--- src/rtl/edo_pkg.sv ---
package edo_pkg;
  typedef enum logic [3:0] {
    S_IDLE,
    S_RSET,
    S_RCD,
    S_COL,
    S_CAS,
    S_CP,
    S_PRE,
    S_CBR_CAS,
    S_CBR_RAS
  } edo_st_e;
endpackage

--- src/rtl/edo_run_cnt.sv ---
module edo_run_cnt #(
  parameter int W        = 8,
  parameter bit RST_FULL = 1'b0
) (
  input  logic         clk,
  input  logic         rst_n,
  input  logic         lvl,
  output logic [W-1:0] cnt
);
  logic [W-1:0] cnt_d;

  always_comb begin
    if (!lvl)      cnt_d = '0;
    else if (&cnt) cnt_d = cnt;
    else           cnt_d = cnt + 1'b1;
  end

  always_ff @(posedge clk or negedge rst_n) begin
    if (!rst_n) cnt <= {W{RST_FULL}};
    else        cnt <= cnt_d;
  end
endmodule

--- src/rtl/edo_tmr.sv ---
module edo_tmr #(
  parameter int W = 6
) (
  input  logic         clk,
  input  logic         rst_n,
  input  logic         ld,
  input  logic [W-1:0] ld_val,
  output logic         zero
);
  logic [W-1:0] tmr_q, tmr_d;

  assign zero = (tmr_q == '0);

  always_comb begin
    if (ld)         tmr_d = ld_val;
    else if (!zero) tmr_d = tmr_q - 1'b1;
    else            tmr_d = tmr_q;
  end

  always_ff @(posedge clk or negedge rst_n) begin
    if (!rst_n) tmr_q <= '0;
    else        tmr_q <= tmr_d;
  end
endmodule

--- src/rtl/edo_fsm.sv ---
module edo_fsm import edo_pkg::*; #(
  parameter int T_RCD     = 3,
  parameter int T_CAS     = 4,
  parameter int T_CP      = 2,
  parameter int T_RP      = 8,
  parameter int T_RAS_MIN = 13,
  parameter int T_CSR     = 2,
  parameter int TW        = 6
) (
  input  logic          clk,
  input  logic          rst_n,
  input  logic          req_valid,
  input  logic          req_hit,
  input  logic          ref_req,
  input  logic          ras_ok,
  input  logic          rasp_due,
  input  logic          tmr_zero,
  output edo_st_e       st_q,
  output logic          row_open_q,
  output logic          req_ready,
  output logic          accept,
  output logic          tmr_ld,
  output logic [TW-1:0] tmr_val,
  output logic          cap_rd,
  output logic          ref_ack
);
  edo_st_e st_d;
  logic    row_d;
  logic    ack_d;
  logic    close_req;

  assign close_req = ref_req || rasp_due || (req_valid && !req_hit);
  assign accept    = req_valid && req_ready;

  always_comb begin
    st_d      = st_q;
    row_d     = row_open_q;
    tmr_ld    = 1'b0;
    tmr_val   = '0;
    cap_rd    = 1'b0;
    ack_d     = 1'b0;
    req_ready = 1'b0;
    unique case (st_q)
      S_IDLE: begin
        if (row_open_q) begin
          req_ready = !ref_req && !rasp_due && req_hit;
          if (close_req && ras_ok) begin
            st_d    = S_PRE;
            row_d   = 1'b0;
            tmr_ld  = 1'b1;
            tmr_val = TW'(T_RP - 1);
          end else if (accept) begin
            st_d = S_COL;
          end
        end else begin
          req_ready = !ref_req;
          if (ref_req) begin
            st_d    = S_CBR_CAS;
            tmr_ld  = 1'b1;
            tmr_val = TW'(T_CSR - 1);
          end else if (req_valid) begin
            st_d = S_RSET;
          end
        end
      end
      S_RSET: begin
        st_d    = S_RCD;
        row_d   = 1'b1;
        tmr_ld  = 1'b1;
        tmr_val = TW'(T_RCD - 1);
      end
      S_RCD: if (tmr_zero) st_d = S_COL;
      S_COL: begin
        st_d    = S_CAS;
        tmr_ld  = 1'b1;
        tmr_val = TW'(T_CAS - 1);
      end
      S_CAS: if (tmr_zero) begin
        st_d    = S_CP;
        tmr_ld  = 1'b1;
        tmr_val = TW'(T_CP - 1);
        cap_rd  = 1'b1;
      end
      S_CP:  if (tmr_zero) st_d = S_IDLE;
      S_PRE: if (tmr_zero) st_d = S_IDLE;
      S_CBR_CAS: if (tmr_zero) begin
        st_d    = S_CBR_RAS;
        tmr_ld  = 1'b1;
        tmr_val = TW'(T_RAS_MIN - 1);
      end
      S_CBR_RAS: if (tmr_zero) begin
        st_d    = S_PRE;
        tmr_ld  = 1'b1;
        tmr_val = TW'(T_RP - 1);
        ack_d   = 1'b1;
      end
      default: st_d = S_IDLE;
    endcase
  end

  always_ff @(posedge clk or negedge rst_n) begin
    if (!rst_n) begin
      st_q       <= S_IDLE;
      row_open_q <= 1'b0;
      ref_ack    <= 1'b0;
    end else begin
      st_q       <= st_d;
      row_open_q <= row_d;
      ref_ack    <= ack_d;
    end
  end

  // the acknowledge is one cycle wide and arrives with the row strobe closing
  p_ack_pulse_r9: assert property (@(posedge clk) disable iff (!rst_n)
    ref_ack |=> !ref_ack);
  // a request is only taken in the idle state
  p_accept_idle_r3: assert property (@(posedge clk) disable iff (!rst_n)
    accept |=> (st_q == S_COL || st_q == S_RSET));
endmodule

--- src/rtl/edo_dram_ctrl.sv ---
module edo_dram_ctrl import edo_pkg::*; #(
  parameter int ROW_W      = 10,
  parameter int COL_W      = 10,
  parameter int DQ_W       = 16,
  parameter int T_RCD      = 3,
  parameter int T_CAS      = 4,
  parameter int T_CP       = 2,
  parameter int T_RP       = 8,
  parameter int T_RAS_MIN  = 13,
  parameter int T_CSR      = 2,
  parameter int T_RASP_MAX = 25000
) (
  input  logic                   clk,
  input  logic                   rst_n,
  input  logic                   req_valid,
  output logic                   req_ready,
  input  logic [ROW_W+COL_W-1:0] req_addr,
  input  logic                   req_we,
  input  logic [DQ_W/8-1:0]      req_be,
  input  logic [DQ_W-1:0]        req_wdata,
  output logic                   rsp_valid,
  output logic [DQ_W-1:0]        rsp_rdata,
  input  logic                   ref_req,
  output logic                   ref_ack,
  output logic                   dram_ras_n,
  output logic [DQ_W/8-1:0]      dram_cas_n,
  output logic                   dram_we_n,
  output logic                   dram_oe_n,
  output logic [ROW_W-1:0]       dram_addr,
  output logic [DQ_W-1:0]        dram_dq_out,
  output logic                   dram_dq_oe,
  input  logic [DQ_W-1:0]        dram_dq_in
);
  localparam int NB       = DQ_W / 8;
  localparam int ADDR_W   = ROW_W + COL_W;
  localparam int CNT_W    = $clog2(T_RASP_MAX + 1);
  localparam int TW       = $clog2(T_RCD + T_CAS + T_CP + T_RP + T_RAS_MIN + T_CSR + 1);
  localparam int RASP_LIM = T_RASP_MAX - T_CAS - T_CP - 4;

  // reset: asserted asynchronously, released on a clock edge
  logic [1:0] rst_sync_q;
  logic       rst_n_s;
  always_ff @(posedge clk or negedge rst_n) begin
    if (!rst_n) rst_sync_q <= '0;
    else        rst_sync_q <= {rst_sync_q[0], 1'b1};
  end
  assign rst_n_s = rst_sync_q[1];

  edo_st_e         st_q;
  logic            row_open_q, accept, tmr_ld, tmr_zero, cap_rd;
  logic [TW-1:0]   tmr_val;
  logic            req_hit, ras_ok, rasp_due, cas_any_lo;
  logic [ROW_W-1:0] row_q;
  logic [COL_W-1:0] col_q;
  logic            we_q;
  logic [NB-1:0]   be_q;
  logic [DQ_W-1:0] wdata_q, rd_mask;
  logic [CNT_W-1:0] run_cnt [4];
  logic [3:0]      run_lvl;
  logic [CNT_W-1:0] ras_lo_cnt, ras_hi_cnt, cas_lo_cnt, cas_hi_cnt;

  // request latch
  always_ff @(posedge clk or negedge rst_n_s) begin
    if (!rst_n_s) begin
      row_q   <= '0;
      col_q   <= '0;
      we_q    <= 1'b0;
      be_q    <= '0;
      wdata_q <= '0;
    end else if (accept) begin
      row_q   <= req_addr[ADDR_W-1:COL_W];
      col_q   <= req_addr[COL_W-1:0];
      we_q    <= req_we;
      be_q    <= req_be;
      wdata_q <= req_wdata;
    end
  end

  assign req_hit  = (req_addr[ADDR_W-1:COL_W] == row_q);
  assign ras_ok   = (ras_lo_cnt >= CNT_W'(T_RAS_MIN - 1));
  assign rasp_due = (ras_lo_cnt >= CNT_W'(RASP_LIM));

  edo_fsm #(
    .T_RCD(T_RCD), .T_CAS(T_CAS), .T_CP(T_CP), .T_RP(T_RP),
    .T_RAS_MIN(T_RAS_MIN), .T_CSR(T_CSR), .TW(TW)
  ) u_fsm (
    .clk(clk), .rst_n(rst_n_s), .req_valid(req_valid), .req_hit(req_hit),
    .ref_req(ref_req), .ras_ok(ras_ok), .rasp_due(rasp_due), .tmr_zero(tmr_zero),
    .st_q(st_q), .row_open_q(row_open_q), .req_ready(req_ready), .accept(accept),
    .tmr_ld(tmr_ld), .tmr_val(tmr_val), .cap_rd(cap_rd), .ref_ack(ref_ack)
  );

  edo_tmr #(.W(TW)) u_tmr (
    .clk(clk), .rst_n(rst_n_s), .ld(tmr_ld), .ld_val(tmr_val), .zero(tmr_zero)
  );

  // pin decode
  logic cbr, in_wr, in_rd;
  assign cbr   = (st_q == S_CBR_CAS) || (st_q == S_CBR_RAS);
  assign in_wr = we_q && ((st_q == S_COL) || (st_q == S_CAS));
  assign in_rd = !we_q && ((st_q == S_COL) || (st_q == S_CAS) || (st_q == S_CP));

  assign dram_ras_n  = !(row_open_q || (st_q == S_CBR_RAS));
  assign dram_we_n   = !in_wr;
  assign dram_dq_oe  = in_wr;
  assign dram_oe_n   = !in_rd;
  assign dram_addr   = ((st_q == S_RSET) || (st_q == S_RCD)) ? row_q : col_q;
  assign dram_dq_out = wdata_q;

  for (genvar b = 0; b < NB; b++) begin : g_lane
    assign dram_cas_n[b]       = !(cbr || ((st_q == S_CAS) && be_q[b]));
    assign rd_mask[b*8 +: 8]   = be_q[b] ? dram_dq_in[b*8 +: 8] : 8'h00;
    // a lane strobe falls in an access only for an enabled lane
    p_be_strobe_r5: assert property (@(posedge clk) disable iff (!rst_n_s)
      ($fell(dram_cas_n[b]) && !dram_ras_n) |-> be_q[b]);
  end

  // read capture
  logic rd_cap;
  assign rd_cap = cap_rd && !we_q;
  always_ff @(posedge clk or negedge rst_n_s) begin
    if (!rst_n_s) begin
      rsp_valid <= 1'b0;
      rsp_rdata <= '0;
    end else begin
      rsp_valid <= rd_cap;
      if (rd_cap) rsp_rdata <= rd_mask;
    end
  end

  // strobe run-length counters
  assign cas_any_lo = !(&dram_cas_n);
  assign run_lvl    = {!cas_any_lo, cas_any_lo, dram_ras_n, !dram_ras_n};
  for (genvar i = 0; i < 4; i++) begin : g_run
    edo_run_cnt #(.W(CNT_W), .RST_FULL(i % 2 == 1)) u_run (
      .clk(clk), .rst_n(rst_n_s), .lvl(run_lvl[i]), .cnt(run_cnt[i])
    );
  end
  assign ras_lo_cnt = run_cnt[0];
  assign ras_hi_cnt = run_cnt[1];
  assign cas_lo_cnt = run_cnt[2];
  assign cas_hi_cnt = run_cnt[3];

  // row strobe width and precharge
  p_ras_min_r4: assert property (@(posedge clk) disable iff (!rst_n_s)
    $rose(dram_ras_n) |-> ras_lo_cnt >= CNT_W'(T_RAS_MIN));
  p_rp_min_r4: assert property (@(posedge clk) disable iff (!rst_n_s)
    $fell(dram_ras_n) |-> ras_hi_cnt >= CNT_W'(T_RP));
  // page open time bound
  p_rasp_r10: assert property (@(posedge clk) disable iff (!rst_n_s)
    !dram_ras_n |-> ras_lo_cnt < CNT_W'(T_RASP_MAX));
  // row address held while the row strobe settles
  p_row_hold_r2: assert property (@(posedge clk) disable iff (!rst_n_s)
    (!dram_ras_n && $past(!dram_ras_n) && ras_lo_cnt < CNT_W'(T_RCD)) |-> $stable(dram_addr));
  // column strobe width and precharge
  p_cas_w_r8: assert property (@(posedge clk) disable iff (!rst_n_s)
    $rose(&dram_cas_n) |-> cas_lo_cnt >= CNT_W'(T_CAS));
  p_cp_r8: assert property (@(posedge clk) disable iff (!rst_n_s)
    $fell(&dram_cas_n) |-> cas_hi_cnt >= CNT_W'(T_CP));
  // write enable leads the column strobe, bus driven, outputs off
  p_early_wr_r6: assert property (@(posedge clk) disable iff (!rst_n_s)
    ($fell(&dram_cas_n) && !dram_we_n) |-> ($past(!dram_we_n) && dram_dq_oe && dram_oe_n));
  // column strobes lead the row strobe in a refresh
  p_csr_r9: assert property (@(posedge clk) disable iff (!rst_n_s)
    ($fell(dram_ras_n) && !(|dram_cas_n)) |-> cas_lo_cnt >= CNT_W'(T_CSR));
  // single-cycle response taken while output enable was active
  p_rsp_pulse_r7: assert property (@(posedge clk) disable iff (!rst_n_s)
    rsp_valid |=> !rsp_valid);
  p_rsp_oe_r7: assert property (@(posedge clk) disable iff (!rst_n_s)
    rsp_valid |-> $past(!dram_oe_n));
endmodule

--- config.mk ---
export PLATFORM = sky130hd
export DESIGN_NAME = edo_dram_ctrl
export DESIGN_NICKNAME = d
export VERILOG_FILES = /design/src/rtl/edo_pkg.sv /design/src/rtl/edo_run_cnt.sv /design/src/rtl/edo_tmr.sv /design/src/rtl/edo_fsm.sv /design/src/rtl/edo_dram_ctrl.sv
export SDC_FILE = /design/constraint.sdc
export NUM_CORES = 1
export LEC_CHECK = 0
export BUFFER_PORTS_ARGS = -buffer_cell sky130_fd_sc_hd__buf_2
export CAP_MARGIN = 20
export CORE_MARGIN = 2
export CORE_UTILIZATION = 45
export DETAILED_ROUTE_END_ITERATION = 8
export PLACE_DENSITY = 0.79
export SYNTH_ARGS = -nofsm -noshare
export SYNTH_HDL_FRONTEND = slang
export SYNTH_SLANG_ARGS = --single-unit
--- constraint.sdc ---
create_clock -name clk -period 3.25 [get_ports clk]
set_input_delay 0.1625 -clock clk [delete_from_list [all_inputs] [get_ports clk]]
set_output_delay 0.1625 -clock clk [all_outputs]
set_load 0.02 [all_outputs]
==> results.md, run 1 <==
* Largest net degree at the start of global routing at 84
* Port Buf Inserts at between 100 and 150
* Top-level I/O count at between 100 and 150
* Required @ worst endpoint at roughly 3500 ps
* Max-slew violations at 0
* Core box area at slightly below 9000 µm²
* Synthesized area per cell at 10.7 µm²
* H-tree levels at 3
* Most common cell after layout, fill and taps aside: buf_2
* Seq/Total Area, Yosys at ~51%
* Sequential cell fraction of total power at 40.0%
* Most frequent cells in the layout: buf_2, dfrtp_1, nand2_1, mux2_2, nor2_1
* Hold Vio Cnt, Final at 0
* Setup_tns at 0 ps
* Sw Ratio at between 40% and 50%
* Ant. Diodes at 0
* Routed Antenna Nets at 0
* Rows at 34
* Root buf cell: clkbuf_8
* Crit path arrival time at 2920 ps
* # setup viols final at 0
* Worst Tran Pin Value at approximately 1000 ps
* Final wirelength at between 9000 and 10000 µm
* DP Wirelength at around 6500 µm
* Area share of the largest cell type after synthesis at ~51%
* CTS tree: built
* Fmax at 0.373 GHz
* Max IR drop VDD at between 0.4 and 0.5 mV
* WHS at approximately 36 ps
* Die area at roughly 10000 µm²
* Worst hold path class: in2reg
* Leak pwr at approximately 2.5 nW
* Max Root-Sink Buffers at 2
* Height of the die at roughly 100 µm
* First-pass GRT wire length at between 10000 and 15000 µm
* Unrepaired setup endpoints after global routing: false
* Mapped Cells at around 390
* CP max FO at 39
* Worst setup path class: reg2reg
* TritonCTS Buffers at 9
* Mapped Nets at approximately 450
* All-Layer GR Usage at around 19%
* WL/cell at between 10 and 15 µm
* Skew final at 11.1 ps
* Latest clock arrival within the worst-skew pair at about 350 ps
* Cell taking the most area after synthesis: dfrtp_1
* Synth Cell Area at around 4100 µm²
* Final period utilization at 82.4%
* Power, Total at 4.55 mW
* Grt total ovfl at 0
* Min Tclk post-route at around 2700 ps
* Slew Limit Headroom at a little under a third
* Synthesis-to-layout area growth at 20.5%
* Nature of the critical path startpoint: register
* Yosys warns at 0
* EDFF count, synth at 0
* Most used DFF post-synth: dfrtp_1
* Post-synthesis mux area share at 15.3%
* Compound-Gate Fraction of Synth Area at under 10%
* P_sw at about 1.8 mW
* Critical Path End Type: register
* Gate power share at 43.3%
* Clock power frac at 16.7%
* Final Core Density at a little under three fifths
* Synth Area in XOR/XNOR at under 10%
* Initial antenna violation count at 0
* Number of remaining DRC errors at 0
* Async set-or-reset flop fraction in the synthesized netlist at 100%
* Drt pass-1 iters at 4
* Layout cells sized above 1 at between 30% and 40%
* Die Wd at between 90 and 100 µm
* Yosys cell types at slightly above 50
* Layout Nets at roughly 550
* PD cells at ~910 nW/µm²
* Routability cong. at approximately 0.87
* Clock sinks at 85
* Adder-Cell Fraction of Synth Area at less than 1%
* Initial DRC count at approximately 160
* CTS clk-pin slew, worst paths at approximately 90 ps
* Max-cap viol count at 0
* Outcome: completed
* Int Pwr at about 2.7 mW
* Vias in the first global route at 3221
* Synth area leaders: dfrtp_1, mux2_2, nand2_1
* Flops & latches, synth at 85
* Simple-Gate Fraction of Synth Area at between 10% and 20%
* Combinational family with the most area after synthesis: simple AND/OR/NAND/NOR gates
* Initial Utilization at a little under half
* DR vias/cell at roughly 5.4
* Via count at roughly 3200
==> area by class of cell <==
class                   count  area (µm²)
well taps                 108         135
multi-input cells         275        1900
clock buffers              11         141
clock inverters             5        58.8
repair buffers            111         583
inverters                  10        37.5
fillers                   757        3820
flip-flops and latches     85        2130
==> per-layer routing <==
| layer | share of wire, % | global-route usage, % | wire length [µm] |
|---|---|---|---|
| met5 | 0 | 0 | 0 |
| met2 | 48 | 31.2 | 4340 |
| met3 | 6.4 | 4.46 | 580 |
| met4 | 1.3 | 5.69 | 119 |
| met1 | 44 | 24.0 | 3970 |
==> path summary, 6_finish.rpt <==
path | startpoint | end | slack, ps | cells past startpoint
worst min register to register | rst_sync_q[1]$_DFF_PN0_ | g_run[0].u_run.cnt[9]$_DFFE_PN0P_ | 180 | 0
worst max register to register | row_q[6]$_DFFE_PN0P_ | dram_dq_out[8]$_DFFE_PN0P_ | 570 | 6
max in group asynchronous | rst_sync_q[1]$_DFF_PN0_ | rsp_rdata[11]$_DFFE_PN0P_ | 2480 | 1
worst min-delay path | req_wdata[11] | dram_dq_out[11]$_DFFE_PN0P_ | 40 | 2
worst max-delay path | row_q[6]$_DFFE_PN0P_ | dram_dq_out[8]$_DFFE_PN0P_ | 570 | 6
min in group asynchronous | rst_n | rst_sync_q[1]$_DFF_PN0_ | 110 | 2
==> flip-flops by register name, indices dropped and copies added, names as in the netlist, 2 cells and up <==
signal and flops:
g_run.u_run.cnt 15, row_q 10, rsp_rdata 16, dram_dq_out 16, col_q 10, u_fsm.st_q 4, be_q 2, rst_sync_q 2
u_tmr.tmr_q 6
==> through the flow <==
stage          instances  cell area (µm²)  worst slack, ps
2_1_floorplan        385             4130              707
3_5_place_dp         587             4740              570
3_3_place_gp         587             4740              619
5_1_grt              605             4980              395
6_report             605             4980              572
4_1_cts              604             4950              544
==> critical path: stages, from the launching register on <==
cell and delay [ps]:
dfrtp_1 420, xor2_1 150, nor4_1 320, nand4_1 230, o21a_1 250, or4b_4 800, mux2_4 390
==> cells in the mapped netlist, types with 2 or more instances <==
cell type,number
nand4_1,5
dfrtp_1,85
mux2_4,10
o21ai_0,5
xnor2_1,13
ha_1,3
a21o_1,3
buf_2,2
nor3_1,9
nand3_1,25
nor3b_1,2
xor2_1,11
o211ai_1,3
a21oi_1,14
or3_1,4
nand2_1,56
nor4_1,7
or2_2,2
clkbuf_1,10
nor2_1,27
mux2i_1,2
a31oi_1,5
and3_1,3
o22ai_1,2
nor2b_1,2
buf_6,2
mux2_2,41
inv_1,9
==> power groups by stage <==
stage / registers, mW / clock network (mW) / logic [mW]
final: 1.82 / 0.758 / 1.97
after global routing: 1.89 / 0.832 / 2.15
after CTS: 1.84 / 0.789 / 1.96
after detailed placement: 1.86 / 0 / 1.95
after global placement: 1.83 / 0 / 1.89
after floorplan: 1.93 / 0 / 1.28
==> timing repair <==
item,in CTS,in global routing
setup buffers,0,0
hold buffers,1,0
endpoints found under the hold margin,2,0
gates resized for setup,0,0
==> kinds of logic after synthesis <==
kind of cell	after synthesis
fa+ha+maj	3
compound gates	42
xor+xnor	24
flops	85
buf+inv	25
other cells	1
simple gates	152
mux	53
Note: power is estimated with default switching activity, not from simulation.
==> run 2: changes to the inputs <==
==> constraint.sdc (replaced) <==
create_clock -name clk -period 2.7 [get_ports clk]
set_input_delay 0.135 -clock clk [delete_from_list [all_inputs] [get_ports clk]]
set_output_delay 0.135 -clock clk [all_outputs]
set_load 0.02 [all_outputs]
==> results.md, run 2 (same netlist as run 1, synthesis figures left out) <==
* Skew final at 9.53 ps (-1.61 ps)
* Nature of the critical path startpoint: register
* PD cells at 1050 nW/µm² (+15%)
* Fmax at 0.406 GHz (+8.8%)
* Outcome: completed
* Dpl ws at 232 ps (-338 ps)
* Unrepaired setup endpoints after global routing: false
* Crit path max-delay family: simple AND/OR/NAND/NOR gates
* H-tree levels at 3 (unchanged)
* Slowest stage delay, CP at 530 ps (-270 ps)
* Final period utilization at 91.2% (+8.8 points)
* Worst setup path class: reg2reg
* TritonCTS Buffers at 9 (unchanged)
* Max Root-Sink Buffers at 2 (unchanged)
* Worst path cell trace: xor2_1 > nor4_1 > nand4_1 > o21a_1 > or4b_4 > buf_4 > mux2_2
* Ant. Diodes at 0 (unchanged)
* Final worst setup slack at 239 ps (-334 ps)
* Leak pwr at 2.74 nW (+7.9%)
* Via count at 3430 (+5.6%)
* Final wirelength at 9620 µm (+6.8%)
* Slew Limit Headroom at 59.0% (+28 points)
* Die area at 9970 µm² (unchanged)
* Top-level I/O count at 110 (unchanged)
* Latest clock arrival within the worst-skew pair at 360 ps (about the same)
* Number of remaining DRC errors at 0 (unchanged)
* Setup_tns at 0 ps (unchanged)
* Grt total ovfl at 0 (unchanged)
* Required @ worst endpoint at 2940 ps (-550 ps)
* Post-Layout Cell Count at 646 (+6.8%)
* Placed Cells at 594 (+1.2%)
* All-Layer GR Usage at 19.8% (+1.3 points)
* Routability cong. at 0.827 (-5.4%)
* Min Tclk post-route at 2460 ps (-216 ps)
* Clock sinks at 85 (unchanged)
* Worst-path cell with the longest stage delay: or4b_4
* Initial Utilization at 46.9% (unchanged)
* # setup viols final at 0 (unchanged)
* Rows at 34 (unchanged)
* Initial DRC count at 131 (-20%)
* Critical Path End Type: register
* Worst hold path class: in2reg
* Crit path arrival time at 2700 ps (-220 ps)
* Worst Tran Pin Value at 611 ps (-414 ps)
* Layout cells sized above 1 at 35.9% (-1.1 points)
* CP max FO at 15 (-62%)
* Most common cell after layout, fill and taps aside: buf_2
* Die Wd at 99.8 µm (unchanged)
* Height of the die at 99.8 µm (unchanged)
* WL/cell at 14.9 µm (about the same)
* DP Wirelength at 6420 µm (-0.62%)
* Power, Total at 5.67 mW (+25%)
* Initial antenna violation count at 0 (unchanged)
* Core box area at 8810 µm² (unchanged)
* Crit path buf inv count at 1 (+1)
* Root buf cell: clkbuf_8
* CTS tree: built
* Vias in the first global route at 3418 (+6.1%)
* Synthesis-to-layout area growth at 31.1%
* Routed Antenna Nets at 0 (unchanged)
* Max-cap viol count at 0 (unchanged)
* First-pass GRT wire length at 15900 µm (+6.8%)
* Final Core Density at 61.6% (+5.0 points)
* Max IR drop VDD at 0.843 mV (+71%)
* Largest net degree at the start of global routing at 84 (unchanged)
* Port Buf Inserts at 109 (unchanged)
* Max-slew violations at 0 (unchanged)
* Most frequent cells in the layout: buf_2, dfrtp_1, nand2_1, mux2_2, dlygate4sd3_1
* Layout Nets at 595 (+7.4%)
* CTS clk-pin slew, worst paths at 90 ps (about the same)
* DR vias/cell at 5.31 (-1.1%)
* Drt pass-1 iters at 4 (unchanged)
* Hold Vio Cnt, Final at 0 (unchanged)
## run 2: cell types whose count changed in the layout (fill, tap and decap cells not counted), sizes merged
cell         change
dlygate4sd3     +34
buf              +7
clkbuf           -2
clkinvlp         -2
inv              +2
bufinv           +1
clkinv           +1
## run 2: path summary, 6_finish.rpt
kind	startpoint	endpoint	slack [ps]	cells past startpoint
max	row_q[6]$_DFFE_PN0P_	dram_dq_out[1]$_DFFE_PN0P_	240	7
min	dram_dq_in[10]	rsp_rdata[10]$_DFFE_PN0P_	10	3
max reg2reg	row_q[6]$_DFFE_PN0P_	dram_dq_out[1]$_DFFE_PN0P_	240	7
min reg2reg	rst_sync_q[1]$_DFF_PN0_	g_run[0].u_run.cnt[0]$_DFFE_PN0P_	280	0
max in group asynchronous	rst_sync_q[1]$_DFF_PN0_	dram_dq_out[10]$_DFFE_PN0P_	1830	1
min in group asynchronous	rst_n	rst_sync_q[1]$_DFF_PN0_	70	2
## run 2: layout make-up
type                            instances  area [µm²]
Timing Repair Buffer                  152         988
Clock inverter                          7         106
Tap cell                              108         135
Multi-Input combinational cell        275        1900
Clock buffer                            9         124
Fill cell                             707        3390
Sequential cell                        85        2130
Inverter                               10        37.5
## run 2: tightest hold or removal path: stages
cell and delay [ps]:
buf_2 80, nand3_1 60, nand2_1 70
## run 2: layer usage
layer	global-route usage, %	routed length [µm]	part of all wire, %	up-vias
met2	34.7	4920	51	111
met3	5.15	530	5.5	11
met4	6.32	150	1.6	0
met1	24.0	4030	42	1666
met5	0	0	0	-
li1	-	-	-	1642
## run 2: where the power goes
part	internal [mW]	switching [mW]	total, mW
registers	1.76	0.426	2.19
logic	1.11	1.35	2.45
clock network	0.537	0.496	1.03
total	3.41	2.27	5.67
## run 2: timing repair
action / in CTS / in global routing
setup endpoints to repair: 0 / 1
hold buffers: 32 / 3
resized for setup: 0 / 1
buffers inserted: 0 / 0
endpoints found under the hold margin: 33 / 3
## run 2: metrics by stage
stage | cell area [µm²] | hold WS (ps)
final | 5420 | 12.1
after global routing | 5420 | 2.17
after CTS | 5360 | 0.522
after detailed placement | 4810 | -77.8
after global placement | 4810 | -80.5
after floorplan | 4130 | -161
